`src/rtl/ivq_pkg.sv`:
```
package ivq_pkg;

   // Policy for accepting a request while the FIFO is full
   typedef enum logic {
      IVQ_FULL_STRICT = 1'b0,  // a full FIFO never accepts
      IVQ_FULL_PASS   = 1'b1   // a drain in the same cycle frees a slot
   } ivq_full_e;

   localparam int IVQ_DEF_AW    = 8;
   localparam int IVQ_DEF_DEPTH = 8;

endpackage

```
`src/rtl/ivq_ring.sv`:
```
module ivq_ring #(
   parameter int AW    = 8,
   parameter int DEPTH = 8,
   localparam int PW   = $clog2(DEPTH),
   localparam int CW   = $clog2(DEPTH + 1)
) (
   input  logic             clk,
   input  logic             rst_n,
   input  logic             push,
   input  logic [AW-1:0]    push_addr,
   input  logic             pop,
   output logic [AW-1:0]    head_addr,
   output logic [PW-1:0]    head_idx,
   output logic [CW-1:0]    occ,
   output logic             full,
   output logic             empty,
   output logic [DEPTH-1:0] slot_valid
);

   logic [PW-1:0] wr_ptr;
   logic [PW-1:0] rd_ptr;
   logic [AW-1:0] slot_addr [DEPTH];

   // One storage cell per slot, each with its own occupancy bit
   for (genvar s = 0; s < DEPTH; s++) begin : g_slot
      always_ff @(posedge clk or negedge rst_n) begin
         if (!rst_n) begin
            slot_addr[s]  <= '0;
            slot_valid[s] <= 1'b0;
         end else begin
            if (push && (wr_ptr == PW'(s))) begin
               slot_addr[s]  <= push_addr;
               slot_valid[s] <= 1'b1;
            end else if (pop && (rd_ptr == PW'(s))) begin
               slot_valid[s] <= 1'b0;
            end
         end
      end
   end

   always_ff @(posedge clk or negedge rst_n) begin
      if (!rst_n) begin
         wr_ptr <= '0;
         rd_ptr <= '0;
         occ    <= '0;
      end else begin
         if (push) wr_ptr <= wr_ptr + 1'b1;
         if (pop)  rd_ptr <= rd_ptr + 1'b1;
         occ <= occ + CW'(push) - CW'(pop);
      end
   end

   assign head_addr = slot_addr[rd_ptr];
   assign head_idx  = rd_ptr;
   assign full      = (occ == CW'(DEPTH));
   assign empty     = (occ == '0);

endmodule

```
`src/rtl/ivq_tagger.sv`:
```
module ivq_tagger #(
   parameter int DEPTH = 8,
   localparam int PW   = $clog2(DEPTH),
   localparam int CW   = $clog2(DEPTH + 1)
) (
   input  logic             clk,
   input  logic             rst_n,
   input  logic             barrier,
   input  logic             pop,
   input  logic [PW-1:0]    head_idx,
   input  logic [DEPTH-1:0] slot_valid,
   input  logic [CW-1:0]    occ,
   output logic [DEPTH-1:0] tag_vec,
   output logic [CW-1:0]    tag_cnt,
   output logic             stall
);

   // Fence mark per slot. The mark reflects occupancy before this
   // cycle's push, so an entry arriving with the fence stays unmarked.
   for (genvar s = 0; s < DEPTH; s++) begin : g_tag
      always_ff @(posedge clk or negedge rst_n) begin
         if (!rst_n)
            tag_vec[s] <= 1'b0;
         else if (pop && (head_idx == PW'(s)))
            tag_vec[s] <= 1'b0;
         else if (barrier && slot_valid[s])
            tag_vec[s] <= 1'b1;
      end
   end

   // Marked entries always form the oldest part of the FIFO, so on a
   // fence the count becomes the occupancy less any entry drained now.
   logic          head_marked;
   logic [CW-1:0] cnt_next;

   assign head_marked = tag_vec[head_idx];

   always_comb begin
      if (barrier)
         cnt_next = occ - CW'(pop);
      else
         cnt_next = tag_cnt - CW'(pop && head_marked);
   end

   always_ff @(posedge clk or negedge rst_n) begin
      if (!rst_n) tag_cnt <= '0;
      else        tag_cnt <= cnt_next;
   end

   assign stall = (tag_cnt != '0);

endmodule

```
`src/rtl/ivq_issue.sv`:
```
module ivq_issue
   import ivq_pkg::*;
#(
   parameter ivq_full_e FULL_POLICY = IVQ_FULL_STRICT
) (
   input  logic inv_req_valid,
   input  logic cache_busy,
   input  logic full,
   input  logic empty,
   output logic inv_ack,
   output logic push,
   output logic pop
);

   logic room;

   assign pop = !empty && !cache_busy;

   if (FULL_POLICY == IVQ_FULL_PASS) begin : g_pass
      assign room = !full || pop;
   end else begin : g_strict
      assign room = !full;
   end

   assign inv_ack = inv_req_valid && room;
   assign push    = inv_ack;

endmodule

```
`src/rtl/inval_defer_queue.sv`:
```
module inval_defer_queue
   import ivq_pkg::*;
#(
   parameter int        AW          = IVQ_DEF_AW,
   parameter int        DEPTH       = IVQ_DEF_DEPTH,
   parameter ivq_full_e FULL_POLICY = IVQ_FULL_STRICT,
   localparam int       PW          = $clog2(DEPTH),
   localparam int       CW          = $clog2(DEPTH + 1)
) (
   input  logic          clk,
   input  logic          rst_n,
   input  logic          inv_req_valid,
   input  logic [AW-1:0] inv_req_addr,
   output logic          inv_ack,
   input  logic          cache_busy,
   output logic          cache_inv_valid,
   output logic [AW-1:0] cache_inv_addr,
   input  logic          rd_barrier,
   output logic          load_stall
);

   if (DEPTH < 2 || (DEPTH & (DEPTH - 1)) != 0) begin : g_bad_depth
      $error("inval_defer_queue: DEPTH must be a power of two, at least 2");
   end
   if (AW < 1) begin : g_bad_aw
      $error("inval_defer_queue: AW must be at least 1");
   end

   logic             push;
   logic             pop;
   logic             full;
   logic             empty;
   logic [AW-1:0]    head_addr;
   logic [PW-1:0]    head_idx;
   logic [CW-1:0]    occ;
   logic [DEPTH-1:0] slot_valid;
   logic [DEPTH-1:0] tag_vec;
   logic [CW-1:0]    tag_cnt;

   ivq_issue #(
      .FULL_POLICY(FULL_POLICY)
   ) u_issue (
      .inv_req_valid(inv_req_valid),
      .cache_busy   (cache_busy),
      .full         (full),
      .empty        (empty),
      .inv_ack      (inv_ack),
      .push         (push),
      .pop          (pop)
   );

   ivq_ring #(
      .AW   (AW),
      .DEPTH(DEPTH)
   ) u_ring (
      .clk       (clk),
      .rst_n     (rst_n),
      .push      (push),
      .push_addr (inv_req_addr),
      .pop       (pop),
      .head_addr (head_addr),
      .head_idx  (head_idx),
      .occ       (occ),
      .full      (full),
      .empty     (empty),
      .slot_valid(slot_valid)
   );

   ivq_tagger #(
      .DEPTH(DEPTH)
   ) u_tagger (
      .clk       (clk),
      .rst_n     (rst_n),
      .barrier   (rd_barrier),
      .pop       (pop),
      .head_idx  (head_idx),
      .slot_valid(slot_valid),
      .occ       (occ),
      .tag_vec   (tag_vec),
      .tag_cnt   (tag_cnt),
      .stall     (load_stall)
   );

   assign cache_inv_valid = pop;
   assign cache_inv_addr  = head_addr;

endmodule

```
`config.mk`:
```
export PLATFORM = sky130hd
export DESIGN_NAME = inval_defer_queue
export DESIGN_NICKNAME = d
export VERILOG_FILES = /design/src/rtl/ivq_pkg.sv /design/src/rtl/ivq_ring.sv /design/src/rtl/ivq_tagger.sv /design/src/rtl/ivq_issue.sv /design/src/rtl/inval_defer_queue.sv
export SDC_FILE = /design/constraint.sdc
export NUM_CORES = 1
export LEC_CHECK = 0
export ABC_AREA = 1
export CELL_PAD_IN_SITES_DETAIL_PLACEMENT = 1
export CELL_PAD_IN_SITES_GLOBAL_PLACEMENT = 1
export CORE_MARGIN = 1
export CORE_UTILIZATION = 45
export DETAILED_ROUTE_END_ITERATION = 16
export PLACE_DENSITY = 0.85
export SLEW_MARGIN = 20
export SYNTH_ARGS = -nofsm -noshare
export SYNTH_HDL_FRONTEND = slang
export SYNTH_HIERARCHICAL = 1
export SYNTH_SLANG_ARGS = --single-unit
```
`constraint.sdc`:
```
create_clock -name clk -period 2.5 [get_ports clk]
set_input_delay 0.625 -clock clk [delete_from_list [all_inputs] [get_ports clk]]
set_output_delay 0.625 -clock clk [all_outputs]
set_load 0.005 [all_outputs]
```
; ---- Yosys cells after proc, flatten, opt, wreduce, memory -nomap -nowiden
; Index checks and enable logic that the tools add are counted.
[op_classes]
eq_ne = 15
bitwise = 1
n_reduce_logical = 50
n_addsub = 6
muxes = 38
n_lt_le_gt_ge = 2
[op_table]
columns = operator, count
row1 = two-way mux 1 bit, 33
row2 = nonzero test 2 bit, 16
row3 = logical AND 1 bit, 27
row4 = binary-select mux 8 bit (select 3 bit), 1
row5 = "equality test 3 bit, second input constant", 8
row6 = two-way mux 8 bit, 2
row7 = "equality test 3 x 2 -> 1 bit, second input constant", 4
row8 = subtractor 4 x 1 -> 4 bit, 3
row9 = "adder 3 x 1 -> 3 bit, second input constant", 2
row10 = "equality test 3 x 1 -> 1 bit, second input constant", 2
row11 = logical NOT 3 bit, 2
row12 = adder 4 x 1 -> 4 bit, 1
row13 = "equality test 4 bit, second input constant", 1
row14 = ">= comparator 4 bit, second input constant", 1
row15 = logical NOT 4 bit, 1
row16 = "less-than comparator 3 x 4 -> 1 bit, second input constant", 1
row17 = two-way mux 4 bit, 1
row18 = inverter 3 -> 4 bit, 1
row19 = nonzero test 4 bit, 1
row20 = binary-select mux 1 bit (select 3 bit), 1
row21 = logical NOT 1 bit, 3
[totals]
wordCells = 140
output_inout_bits = 11
input_bits = 13
ff_bits = 94

; ---- Depth between registers and ports, before layout
[depth]
ltp_word = 6
mapped_depth = 13
ltp_nobuf = 13

; ---- By module
; Netlist, hierarchy kept.
[by_module_without_submodules]
columns = module, seq_area_each_um2, n_inst, area_each_um2, cells_per_inst
row1 = ivq_ring, 2052.0, 1, 4152.7, 521
row2 = ivq_tagger, 300.3, 1, 719.4, 84
row3 = ivq_issue, 0.0, 1, 21.3, 4

; ---- Least setup slack after synthesis
; Ideal clock, no wire load.
[synth_path]
path_kind = register to register
startpoint = reg u_ring.occ[2]
endpoint = reg u_ring.occ[2]
arrival_time_ps = 2036
path_buffers = 0
period_less_slack_ps = 2159
required_ps = 2377
stages_incl_launch_ff = 11
setup_ps = 123
path_slack_ps = 341
cell_sequence = dfrtp_1 inv_1 ha_1 nor3b_1 nor2_1 ha_1 inv_1 ha_1 inv_1 fa_1 xnor2_1
[synth_via]
elab_cells_between_ends = 8
classes_between = add/sub (2) / eq/ne (1) / reduce/logical (5)
[synth_rtl]
columns = element, line
row1 = start: declaration, ivq_ring.sv:14  ; output logic [CW-1:0] occ,
row2 = start signal: assignment, ivq_ring.sv:49  ; occ <= occ + CW'(push) - CW'(pop);
row3 = logical NOT 4 bit, ivq_ring.sv:56  ; assign empty = (occ == '0);
row4 = via empty, inval_defer_queue.sv:32  ; logic empty;
row5 = logical NOT 1 bit, ivq_issue.sv:17  ; assign pop = !empty && !cache_busy;
row6 = logical AND 1 bit, ivq_issue.sv:17
row7 = via cache_inv_valid, inval_defer_queue.sv:16  ; output logic cache_inv_valid,
row8 = subtractor 4 x 1 -> 4 bit, ivq_ring.sv:49
; The timed path passes the listed nets, and every way through them passes these cells.
; A chain may end at the register's enable or synchronous reset.

; ---- Worst setup path in the final report
[layout_path]
startpoint = reg u_ring.occ[2]
endpoint = out inv_ack
[layout_via]
elab_chain_len = 3
[layout_lines]
columns = element, line
row1 = equality test 4 bit, ivq_ring.sv:55  ; assign full = (occ == CW'(DEPTH));
row2 = via full, inval_defer_queue.sv:31  ; logic full;
row3 = logical NOT 1 bit, ivq_issue.sv:22  ; assign room = !full;
row4 = logical AND 1 bit, ivq_issue.sv:25  ; assign inv_ack = inv_req_valid && room;
row5 = end: declaration, inval_defer_queue.sv:14  ; output logic inv_ack,
; The timed path passes the listed nets, and every way through them passes these cells.

==> run metrics <==
Worst Setup Start Kind register; sequential-to-total area share from yosys stat around half; CP cell instances inv_1 > ha_1 > nor3b_2 > nor2_2 > clkdlybuf4s50_1; Clock Latency Late Sink 0.36 ns; yosys warns 6; CTS Sinks 94; asr flop ratio synth 100.0%; final hold vios 0; commonest cells after routing, fill and taps aside nand2_1, inv_1, dfrtp_1, o21ai_0, nand3_1; final setup fails 0; Die Ht approximately 110 um; Pleak 2.937 nW; slowest cell delay on critical path 0.51 ns; worst r2r src u_ring/occ[2]; routed wire length per instance 16.34 um; kind of critical path register to output pin; H-Tree Depth 3; DIE AREA 0.01130 sq mm; share of cells above drive strength 1 slightly below 9%; Hold WS between 0.15 and 0.2 ns; largest net degree at the start of global routing 39; register bit total from synthesis 94; antenna fix cells 0; GRT overflow 0; RePlAce Congestion 0.7687; nets@finish 673; routed wire length 12.71 mm; r2r worst-path depth 14; WP data required between 1.5 and 2 ns; Post-synth EDFFs 0; RSZ-0062 raised after global routing no; Max IR drop VDD between 0.0004 and 0.0005 V; crit share post-route 96.78%; CP Capture Type output pin; Total GRT Usage between 20% and 30%; Yosys cell types 32; core area between 0.01 and 0.015 sq mm; max-slew violation count 0; antenna violations before repair 0; Cell Pwr Density 1323 mW/mm^2; dominant synthesized flop cell dfrtp_1; via count about 4000; Root Buffer clkbuf_8; area delta synth->final 13.30%; Period minus WS final approximately 2.4 ns; slowest CP cell clkdlybuf4s50_1; total power 0.007335 W; worst r2r dst u_tagger/tag_cnt[2]; Slew Limit Headroom 58.19%; commonest non-fill, non-tap cell in the layout nand2_1; HPWL Detailed 8.389 mm; mean area per synthesized cell 8.035 sq um; Antenna Violating Nets Remaining 0; status finished clean; CP max FO 3; CTS tree done; Hold Crit Class input pin to async pin; Synth Net Count ~650; FP Rows 37; DR iter-0 viols 157; drt pass-1 iters 6; Fin Setup TNS 0 ns; flop2flop setup slack 0.15 ns; Clock Path Buffers 2; vias in the first global route 4305; Post-Syn Area between 0.004 and 0.005 sq mm; max_cap viols 0; clock buffer count from CTS 9; FMAX 413.3 MHz; Synth Instances 609; Data arrival, critical path 1.79 ns; Die Wd about 110 um; CTS Hold Bufs 0; first-pass GRT wire length 21.51 mm; initial core utilization 46.98%; IO buf count 23; Clock Skews 0.009194 ns; I/O Pins 24; DRC 0; Least-Margin Pin Slew around 0.63 ns; post-DR vias/cell roughly 5.1; CTS clock-pin slew for the worst setup and hold paths 0.09 ns
metrics by stage:
stage	instance area [sq um]	util, %	cells	setup slack, ns
3_3_place_gp	5274	50.63	760	0.08774
4_1_cts	5537	53.15	778	0.001072
3_5_place_dp	5274	50.63	760	-0.005995
5_1_grt	5544	53.23	778	0.0004017
2_1_floorplan	4893	-	609	0.3414
6_report	5544	53.23	778	0.08038
area by class of cell:
| class | instances | area, sq um |
|---|---|---|
| well taps | 136 | 170.2 |
| repair buffers | 41 | 402.9 |
| clock buffers | 13 | 148.9 |
| fillers | 1291 | 4872 |
| clock inverters | 3 | 67.56 |
| multi-input cells | 390 | 2013 |
| inverters | 101 | 387.9 |
| flip-flops and latches | 94 | 2354 |
report_power, final:
part	total (W)	internal, W	switching, W
clock network	0.00112	0.000593	0.000524
registers	0.00271	0.00223	0.000476
logic	0.00351	0.00137	0.00214
total	0.00733	0.00420	0.00314
critical path, delay by kind of cell (launching register included):
| family | cells | cell delay (ns) |
|---|---|---|
| and+or+nand+nor | 2 | 0.29 |
| DFF | 1 | 0.36 |
| buffers and inverters | 2 | 0.59 |
| adders and majority gates | 1 | 0.19 |
cells by family (layout without fill, tap and decap cells):
kind of cell / Yosys count / in the layout / synth area share [%]
flops: 94 / 94 / 48.07
mux: 2 / 2 / 0.4091
simple gates: 266 / 266 / 23.34
xor+xnor: 6 / 6 / 1.074
compound gates: 93 / 93 / 10.07
buf+inv: 125 / 158 / 10.99
fa+ha+maj: 23 / 23 / 6.034
cells in the mapped netlist (5+ instances only):
cell | n | area, sq um
a21oi_1 | 7 | 35.03
a31oi_1 | 8 | 50.05
buf_2 | 12 | 60.06
buf_6 | 5 | 56.30
clkbuf_1 | 5 | 18.77
dfrtp_1 | 94 | 2352
ha_1 | 22 | 275.3
inv_1 | 94 | 352.8
nand2_1 | 212 | 795.8
nand3_1 | 36 | 180.2
o21ai_0 | 48 | 240.2
o21ai_1 | 25 | 125.1
worst max path at each step:
stage                              from                   to  slack (ns)  cells after the start
after floorplan           u_ring/occ[2]        u_ring/occ[2]        0.34                     10
after detailed placement     cache_busy  u_tagger/tag_cnt[2]      -0.006                     11
final                     u_ring/occ[2]              inv_ack        0.08                      5
after global placement       cache_busy      cache_inv_valid        0.09                      3
after CTS                 u_ring/occ[2]              inv_ack       0.001                      5
after global routing      u_ring/occ[2]              inv_ack      0.0004                      5
timing repair:
item	CTS	global route
resized for setup	21	2
buffers inserted	2	0
pin swaps	3	1
endpoints found under the setup margin	10	3
hold endpoints to repair	0	0
sequential cells by signal, indices dropped and copies added (netlist names):
register           count
u_ring/wr_ptr          3
u_ring/occ             4
u_ring/slot_addr      64
u_tagger/tag_vec       8
u_ring/head_idx        3
u_tagger/tag_cnt       4
u_ring/slot_valid      8
layer usage:
layer  vias up  GRT usage [%]  routed length, um
met3        21          2.820                399
met1      1946          31.25               5514
met2        66          44.71               6564
li1       1938              -                  -
met4         0          9.524                233
met5         -              0                  0
(Power assumes the default switching activity.)
